[src/rtl/err_agg_pkg.sv]
package err_agg_pkg;
  // Register word addresses
  localparam int unsigned RA_STATUS = 0;
  localparam int unsigned RA_ENABLE = 1;
  localparam int unsigned RA_CHCLR  = 2;
  // Channel-clear register: bit that clears every channel at once
  localparam int unsigned CHCLR_ALL_BIT = 6;
  // Register address width
  localparam int unsigned REG_AW = 2;
endpackage

[src/rtl/err_reg_decode.sv]
module err_reg_decode
  import err_agg_pkg::*;
#(
  parameter int unsigned NUM_CH = 16,
  parameter int unsigned ADDR_W = REG_AW
) (
  input  logic              reg_we,
  input  logic [ADDR_W-1:0] reg_addr,
  input  logic [NUM_CH-1:0] reg_wdata,
  output logic [NUM_CH-1:0] clr_vec,
  output logic              en_we
);
  localparam int unsigned CH_W = $clog2(NUM_CH);

  // Mask selected by a channel-clear write
  function automatic logic [NUM_CH-1:0] chclr_mask(input logic [NUM_CH-1:0] d);
    logic [NUM_CH-1:0] m;
    m = '0;
    if (d[CHCLR_ALL_BIT]) begin
      m = '1;
    end else begin
      for (int i = 0; i < NUM_CH; i++) begin
        if (d[CH_W-1:0] == CH_W'(i)) m[i] = 1'b1;
      end
    end
    return m;
  endfunction

  logic wr_status;
  logic wr_chclr;

  assign wr_status = reg_we && (reg_addr == ADDR_W'(RA_STATUS));
  assign wr_chclr  = reg_we && (reg_addr == ADDR_W'(RA_CHCLR));
  assign en_we     = reg_we && (reg_addr == ADDR_W'(RA_ENABLE));

  always_comb begin
    clr_vec = '0;
    if (wr_status) clr_vec = reg_wdata;
    else if (wr_chclr) clr_vec = chclr_mask(reg_wdata);
  end
endmodule

[src/rtl/err_status_bank.sv]
module err_status_bank #(
  parameter int unsigned NUM_CH = 16
) (
  input  logic              clk,
  input  logic              rst_n,
  input  logic [NUM_CH-1:0] set_vec,
  input  logic [NUM_CH-1:0] clr_vec,
  output logic [NUM_CH-1:0] st_map
);
  // One sticky flag per channel; a set beats a clear in the same cycle
  for (genvar g = 0; g < NUM_CH; g++) begin : g_flag
    always_ff @(posedge clk) begin
      if (!rst_n)          st_map[g] <= 1'b0;
      else if (set_vec[g]) st_map[g] <= 1'b1;
      else if (clr_vec[g]) st_map[g] <= 1'b0;
    end
  end
endmodule

[src/rtl/err_irq_gate.sv]
module err_irq_gate #(
  parameter int unsigned NUM_CH = 16
) (
  input  logic              clk,
  input  logic              rst_n,
  input  logic [NUM_CH-1:0] st_map,
  input  logic [NUM_CH-1:0] en_map,
  output logic              irq_any,
  output logic              irq_q
);
  function automatic logic gated_any(input logic [NUM_CH-1:0] s,
                                     input logic [NUM_CH-1:0] e);
    return |(s & e);
  endfunction

  assign irq_any = gated_any(st_map, en_map);

  always_ff @(posedge clk) begin
    if (!rst_n) irq_q <= 1'b0;
    else        irq_q <= irq_any;
  end
endmodule

[src/rtl/dma_err_agg.sv]
module dma_err_agg
  import err_agg_pkg::*;
#(
  parameter int unsigned NUM_CH = 16,
  parameter int unsigned ADDR_W = REG_AW
) (
  input  logic              clk,
  input  logic              rst_n,
  input  logic [NUM_CH-1:0] err_pulse,
  input  logic              reg_we,
  input  logic [ADDR_W-1:0] reg_addr,
  input  logic [NUM_CH-1:0] reg_wdata,
  output logic [NUM_CH-1:0] reg_rdata,
  output logic              err_irq
);
  logic [NUM_CH-1:0] st_map;
  logic [NUM_CH-1:0] en_map;
  logic [NUM_CH-1:0] clr_vec;
  logic              en_we;
  logic              irq_any;

  err_reg_decode #(.NUM_CH(NUM_CH), .ADDR_W(ADDR_W)) u_dec (
    .reg_we   (reg_we),
    .reg_addr (reg_addr),
    .reg_wdata(reg_wdata),
    .clr_vec  (clr_vec),
    .en_we    (en_we)
  );

  err_status_bank #(.NUM_CH(NUM_CH)) u_bank (
    .clk    (clk),
    .rst_n  (rst_n),
    .set_vec(err_pulse),
    .clr_vec(clr_vec),
    .st_map (st_map)
  );

  always_ff @(posedge clk) begin
    if (!rst_n)     en_map <= '0;
    else if (en_we) en_map <= reg_wdata;
  end

  err_irq_gate #(.NUM_CH(NUM_CH)) u_irq (
    .clk    (clk),
    .rst_n  (rst_n),
    .st_map (st_map),
    .en_map (en_map),
    .irq_any(irq_any),
    .irq_q  (err_irq)
  );

  always_comb begin
    case (reg_addr)
      ADDR_W'(RA_STATUS): reg_rdata = st_map;
      ADDR_W'(RA_ENABLE): reg_rdata = en_map;
      default:            reg_rdata = '0;
    endcase
  end
endmodule

[config.mk]
export PLATFORM = sky130hd
export DESIGN_NAME = dma_err_agg
export DESIGN_NICKNAME = d
export VERILOG_FILES = /design/src/rtl/err_agg_pkg.sv /design/src/rtl/err_reg_decode.sv /design/src/rtl/err_status_bank.sv /design/src/rtl/err_irq_gate.sv /design/src/rtl/dma_err_agg.sv
export SDC_FILE = /design/constraint.sdc
export NUM_CORES = 1
export LEC_CHECK = 0
export BUFFER_PORTS_ARGS = -buffer_cell sky130_fd_sc_hd__buf_2
export CORE_AREA = 2 2 53 74
export CTS_BUF_LIST = sky130_fd_sc_hd__clkbuf_8 sky130_fd_sc_hd__clkbuf_16
export DETAILED_ROUTE_END_ITERATION = 10
export DIE_AREA = 0 0 55 76
export PLACE_DENSITY = 0.9
export SKIP_CTS_REPAIR_TIMING = 1
export SLEW_MARGIN = 20
export SYNTH_ARGS = -nofsm -noshare
export SYNTH_HDL_FRONTEND = slang
export SYNTH_HIERARCHICAL = 1
export SYNTH_SLANG_ARGS = --single-unit
[constraint.sdc]
create_clock -name clk -period 3.4 [get_ports clk]
set_input_delay 0.51 -clock clk [delete_from_list [all_inputs] [get_ports clk]]
set_output_delay 0.51 -clock clk [all_outputs]
set_load 0.01 [all_outputs]
## Word-level counts from Yosys, hierarchy flattened

Index checks and enable logic that the tools add are counted.

- Reductions and logical operators: 22
- Bitwise operators: 1
- Muxes and demuxes: 52
- Equality and inequality tests: 17

Operators with widths:

| cell | number |
|---|---|
| $mux 1 | 48 |
| $mux 16 | 3 |
| $eq 4x4->1 const B | 8 |
| $pmux 16 s2 | 1 |
| $reduce_bool 2->1 | 16 |
| $and 16x16->16 | 1 |
| $eq 4x3->1 const B | 4 |
| $reduce_or 16->1 | 1 |
| $eq 4x2->1 const B | 2 |
| $eq 4x1->1 const B | 1 |
| $logic_not 4->1 | 1 |
| $logic_and 1x1->1 | 3 |
| $eq 2x1->1 const B | 1 |
| $eq 2x2->1 const B | 1 |
| $logic_not 2->1 | 1 |

- Output and inout bits: 17
- Word-level logic and storage cells: 110
- Bits in registers: 33
- Input port bits: 37

## Logic depth before layout (Yosys ltp)

- Word-level depth: 7
- Mapped depth: 6
- Mapped depth without buffers: 5

## Hierarchy

The synthesis kept the hierarchy.

By module, submodules not included:

| module | instances | area each (µm²) | cells each |
|---|---|---|---|
| dma_err_agg | 1 | 870.8 | 87 |
| err_status_bank | 1 | 571.8 | 50 |
| err_reg_decode | 1 | 319.1 | 35 |
| err_irq_gate | 1 | 127.6 | 11 |

## Worst setup path after synthesis

Ideal clock, no wire load.

- Kind: input-to-output
- Start: input port reg_addr[0]
- End: output port reg_rdata[10]
- Path buffers: 2
- Data required time: 2890 ps
- Stages on the path: 4
- Arrival: 1050 ps
- Path slack: 1840 ps
- Cells stage by stage: buf_6 > buf_8 > mux2i_1 > nor2_1

- Cells in the longest elaborated chain, start to end: 2
- Elaborated cells between the ends (all ways): 3
- Those cells by class: 1 x eq/ne; 1 x mux; 1 x reduce/logical

RTL lines:

| element | line | RTL |
|---|---|---|
| start: declaration | dma_err_agg.sv:11 | `input logic [ADDR_W-1:0] reg_addr,` |
| $eq 2x1->1 or $logic_not 2->1 (tied branches) | dma_err_agg.sv:53 | `case (reg_addr)` |
| $pmux 16 s2 (*) | dma_err_agg.sv:53 |  |
| end: declaration | dma_err_agg.sv:13 | `output logic [NUM_CH-1:0] reg_rdata,` |

Mark *: on every way between the ends. The rest lies on a longest branch, timed or not.

## Worst setup path after layout

- Start: input port reg_addr[0]
- End: output port reg_rdata[4]

The elaborated chain is that of the path after synthesis.

==> flow_summary.json <==
{
  "outcome": "finished clean",
  "worstSetupPathType": "primary input to output port",
  "place_inst": 267,
  "coreArea_mm2": 0.00358,
  "drt_iter0_markers": 29,
  "hold_path.class": "primary input to flip-flop",
  "seqPwrFrac_pct": 45.0,
  "crit_family": "buffers and inverters",
  "critical_path.startpoint": "reg_addr[0]",
  "r2r-end": "u_irq/irq_q$_SDFF_PN0_",
  "yosysTopAreaCell": "dfxtp_1",
  "die_area_mm2": 0.00418,
  "cp-end-kind": "output port",
  "wl_per_cell_um": 15.3,
  "seqCellArea_um2": 661,
  "netlist_area_mm2": 0.00189,
  "fmax_ghz": 0.517,
  "p_leak_nw": 0.979,
  "wl_mm": 4.22,
  "syn_inst": 183,
  "clock_latency_ns": 0.28,
  "worstPathRequired_ns": 2.89,
  "grt_pass1_wl_mm": 6.84,
  "drc": 0,
  "grt_start_max_net_pins": 34,
  "synth-seq-cells": 33,
  "row_count": 26,
  "clockRootBuffer": "clkbuf_8",
  "intPower_mw": 0.718,
  "numClockSinks": 33,
  "layout-drive-gt1-share_pct": 36.1,
  "portBuffers": 53,
  "path_max_fanout": 19,
  "start_kind": "primary input",
  "post-route-min-period_ns": 1.93,
  "ys_seq_area_share_pct": 35.0,
  "initial_core_util_pct": 52.8,
  "layout.nets": 269,
  "routabilityCongestion": 0.795,
  "final_antenna_net_count": 0,
  "fp.dieH_um": 76,
  "grt_pass1_vias": 1484,
  "pwr-share-clk_pct": 39.5,
  "cp_num_cells": 4,
  "htreeDepth": 2,
  "crit_top_cell": "buf_2",
  "vias_per_cell": 5.56,
  "fin_area_mm2": 0.00220,
  "synth_area_leaders": "dfxtp_1 35%, mux2i_1 17%, nor2b_1 12%, a221o_2 8.3%, o21a_1 6.4%",
  "multi_input_area_mm2": 0.00110,
  "avgSynthCellArea_um2": 10.3,
  "dieWidth_um": 55,
  "finalCritPeriodShare_pct": 56.8,
  "diodes": 0,
  "clk_path_buf_depth": 2,
  "dp_hpwl_mm": 3.03,
  "numCtsBuffers": 5,
  "cp_num_buf_inv": 2,
  "grt_setup_unrepaired": "false",
  "reg2reg_slack_ns": 2.21,
  "hold_viol": 0,
  "slowest_stage": "buf_2",
  "power_density_mw_per_mm2": 428,
  "r2r_start": "u_bank/st_map[5]$_SDFFE_PN0P_",
  "cts_tree": "yes",
  "num_vias": 1529,
  "syn_nets": 220,
  "endpoint": "reg_rdata[4]",
  "combPwrFrac_pct": 15.4,
  "overflow": 0,
  "path_cells": "buf_2 > mux2i_1 > nor2_1 > buf_2",
  "reg2reg_depth": 4,
  "slew_headroom_pct": 60.9,
  "switching_share_pct": 23.9,
  "path_clk_slew_ns": 0.07,
  "finClkSkew_ns": 0.00703,
  "tns_ns": 0,
  "grt_usage_pct": 22.5,
  "n_fill_cell": 326,
  "ir_drop_uv": 309,
  "pin_count": 54,
  "slew_violations": 0,
  "maxCapViolCount": 0,
  "first_pass_iters": 4,
  "synth_cell_types": 28,
  "synth_top_area_share_pct": 35.0,
  "antenna_found_initial": 0,
  "cpPeakStageDelay_ns": 0.43,
  "worst_pin_slew_ns": 0.585,
  "p_sw_mw": 0.225,
  "critPathArrivalTime_ns": 1.42,
  "yosysWarningCount": 6,
  "syn_to_final_growth_pct": 16.6,
  "fin_cells": 275,
  "finalSetupViolations": 0,
  "post_dp_cell_area_mm2": 0.00209
}
[Yosys cell counts]
master and count:
and2_1 2, buf_6 4, nor2_2 1, buf_2 1
clkbuf_1 1, nand4_1 1, nor3b_2 1, a31oi_1 1
nor2b_1 36, nand2_1 1, nand3b_4 1, buf_1 1
mux2i_1 32, nand2b_1 1, a221o_2 14, dfxtp_1 33
nor2_4 1, o21a_1 16, buf_8 1, inv_1 1
a221o_1 1, buf_12 2, a22o_1 4, and3b_2 1
buf_4 1, a221oi_2 4, nor3_2 1, nor2_1 19
[layer usage]
| layer | share of wire (%) | vias up | GRT usage, % |
|---|---|---|---|
| li1 | - | 763 | - |
| met1 | 42 | 720 | 27.2 |
| met2 | 52 | 39 | 36.4 |
| met3 | 4.2 | 7 | 6.67 |
| met4 | 1.8 | 0 | 8.05 |
| met5 | 0 | - | 0 |
[metrics by stage]
stage	worst slack [ns]	hold WS (ns)	util (%)	total power, mW
floorplan	1.84	0.505	-	0.533
global placement	1.36	0.522	58.3	0.575
detailed placement	1.31	0.532	58.3	0.579
CTS	1.46	0.430	61.6	0.952
global route	1.39	0.416	61.6	0.993
finish	1.47	0.436	61.6	0.943
[layout make-up]
class                      count  share of cell area [%]
clock inverter                 2                    1.53
tap                           42                    2.39
timing repair buffer          53                    12.0
sequential                    33                    30.0
multi-input combinational    138                    50.1
inverter                       1                   0.170
clock buffer                   6                    3.75
[cells by family (layout without fill, tap and decap cells)]
| logic type | Yosys count | in the layout | synth area share, % |
|---|---|---|---|
| and+or+nand+nor | 66 | 66 | 20.9 |
| AOI/OAI and AO/OA | 40 | 40 | 20.6 |
| muxes | 32 | 32 | 17.0 |
| DFF | 33 | 33 | 35.0 |
| buffers and inverters | 12 | 62 | 6.56 |
[registers in the layout (all words and copies together) (netlist names)]
| name | flops |
|---|---|
| u_bank/st_map | 16 |
| u_irq/irq_q | 1 |
| en_map | 16 |
[cells in the final DEF (no fill, tap or decap), drive strengths merged]
cell type	synthesis	routed
dfxtp	33	33
nand2	1	1
bufinv	0	1
and2	2	2
a22o	4	4
nor3b	1	1
nor3	1	1
nand2b	1	1
buf	10	53
nor2	21	21
inv	1	2
nor2b	36	36
nand4	1	1
a221o	15	15
clkbuf	1	6
a31oi	1	1
nand3b	1	1
a221oi	4	4
and3b	1	1
mux2i	32	32
o21a	16	16
[power groups by stage]
stage | Sequential, mW | Clock, mW | Combinational, mW
after floorplan | 0.430 | 0 | 0.103
after global placement | 0.433 | 0 | 0.142
after detailed placement | 0.433 | 0 | 0.145
after CTS | 0.425 | 0.380 | 0.147
after global routing | 0.428 | 0.404 | 0.161
final | 0.425 | 0.373 | 0.146
[worst min path at each step]
stage,slack [ns],from,cells after the start,endpoint
detailed placement,0.53,en_map[0]$_SDFFE_PN0P_,2,en_map[0]$_SDFFE_PN0P_
global placement,0.52,en_map[0]$_SDFFE_PN0P_,2,en_map[0]$_SDFFE_PN0P_
CTS,0.43,err_pulse[13],2,u_bank/st_map[13]$_SDFFE_PN0P_
global route,0.42,err_pulse[11],2,u_bank/st_map[11]$_SDFFE_PN0P_
finish,0.44,err_pulse[13],2,u_bank/st_map[13]$_SDFFE_PN0P_
floorplan,0.51,en_map[0]$_SDFFE_PN0P_,2,en_map[0]$_SDFFE_PN0P_
[worst register-to-register path, delay by kind of cell, from the launching register on]
| kind | cells | cell delay (ns) |
|---|---|---|
| flip-flops | 1 | 0.32 |
| AO/OA/AOI/OAI | 2 | 0.45 |
| AND/OR/NAND/NOR | 2 | 0.31 |
(Power assumes the default switching activity.)
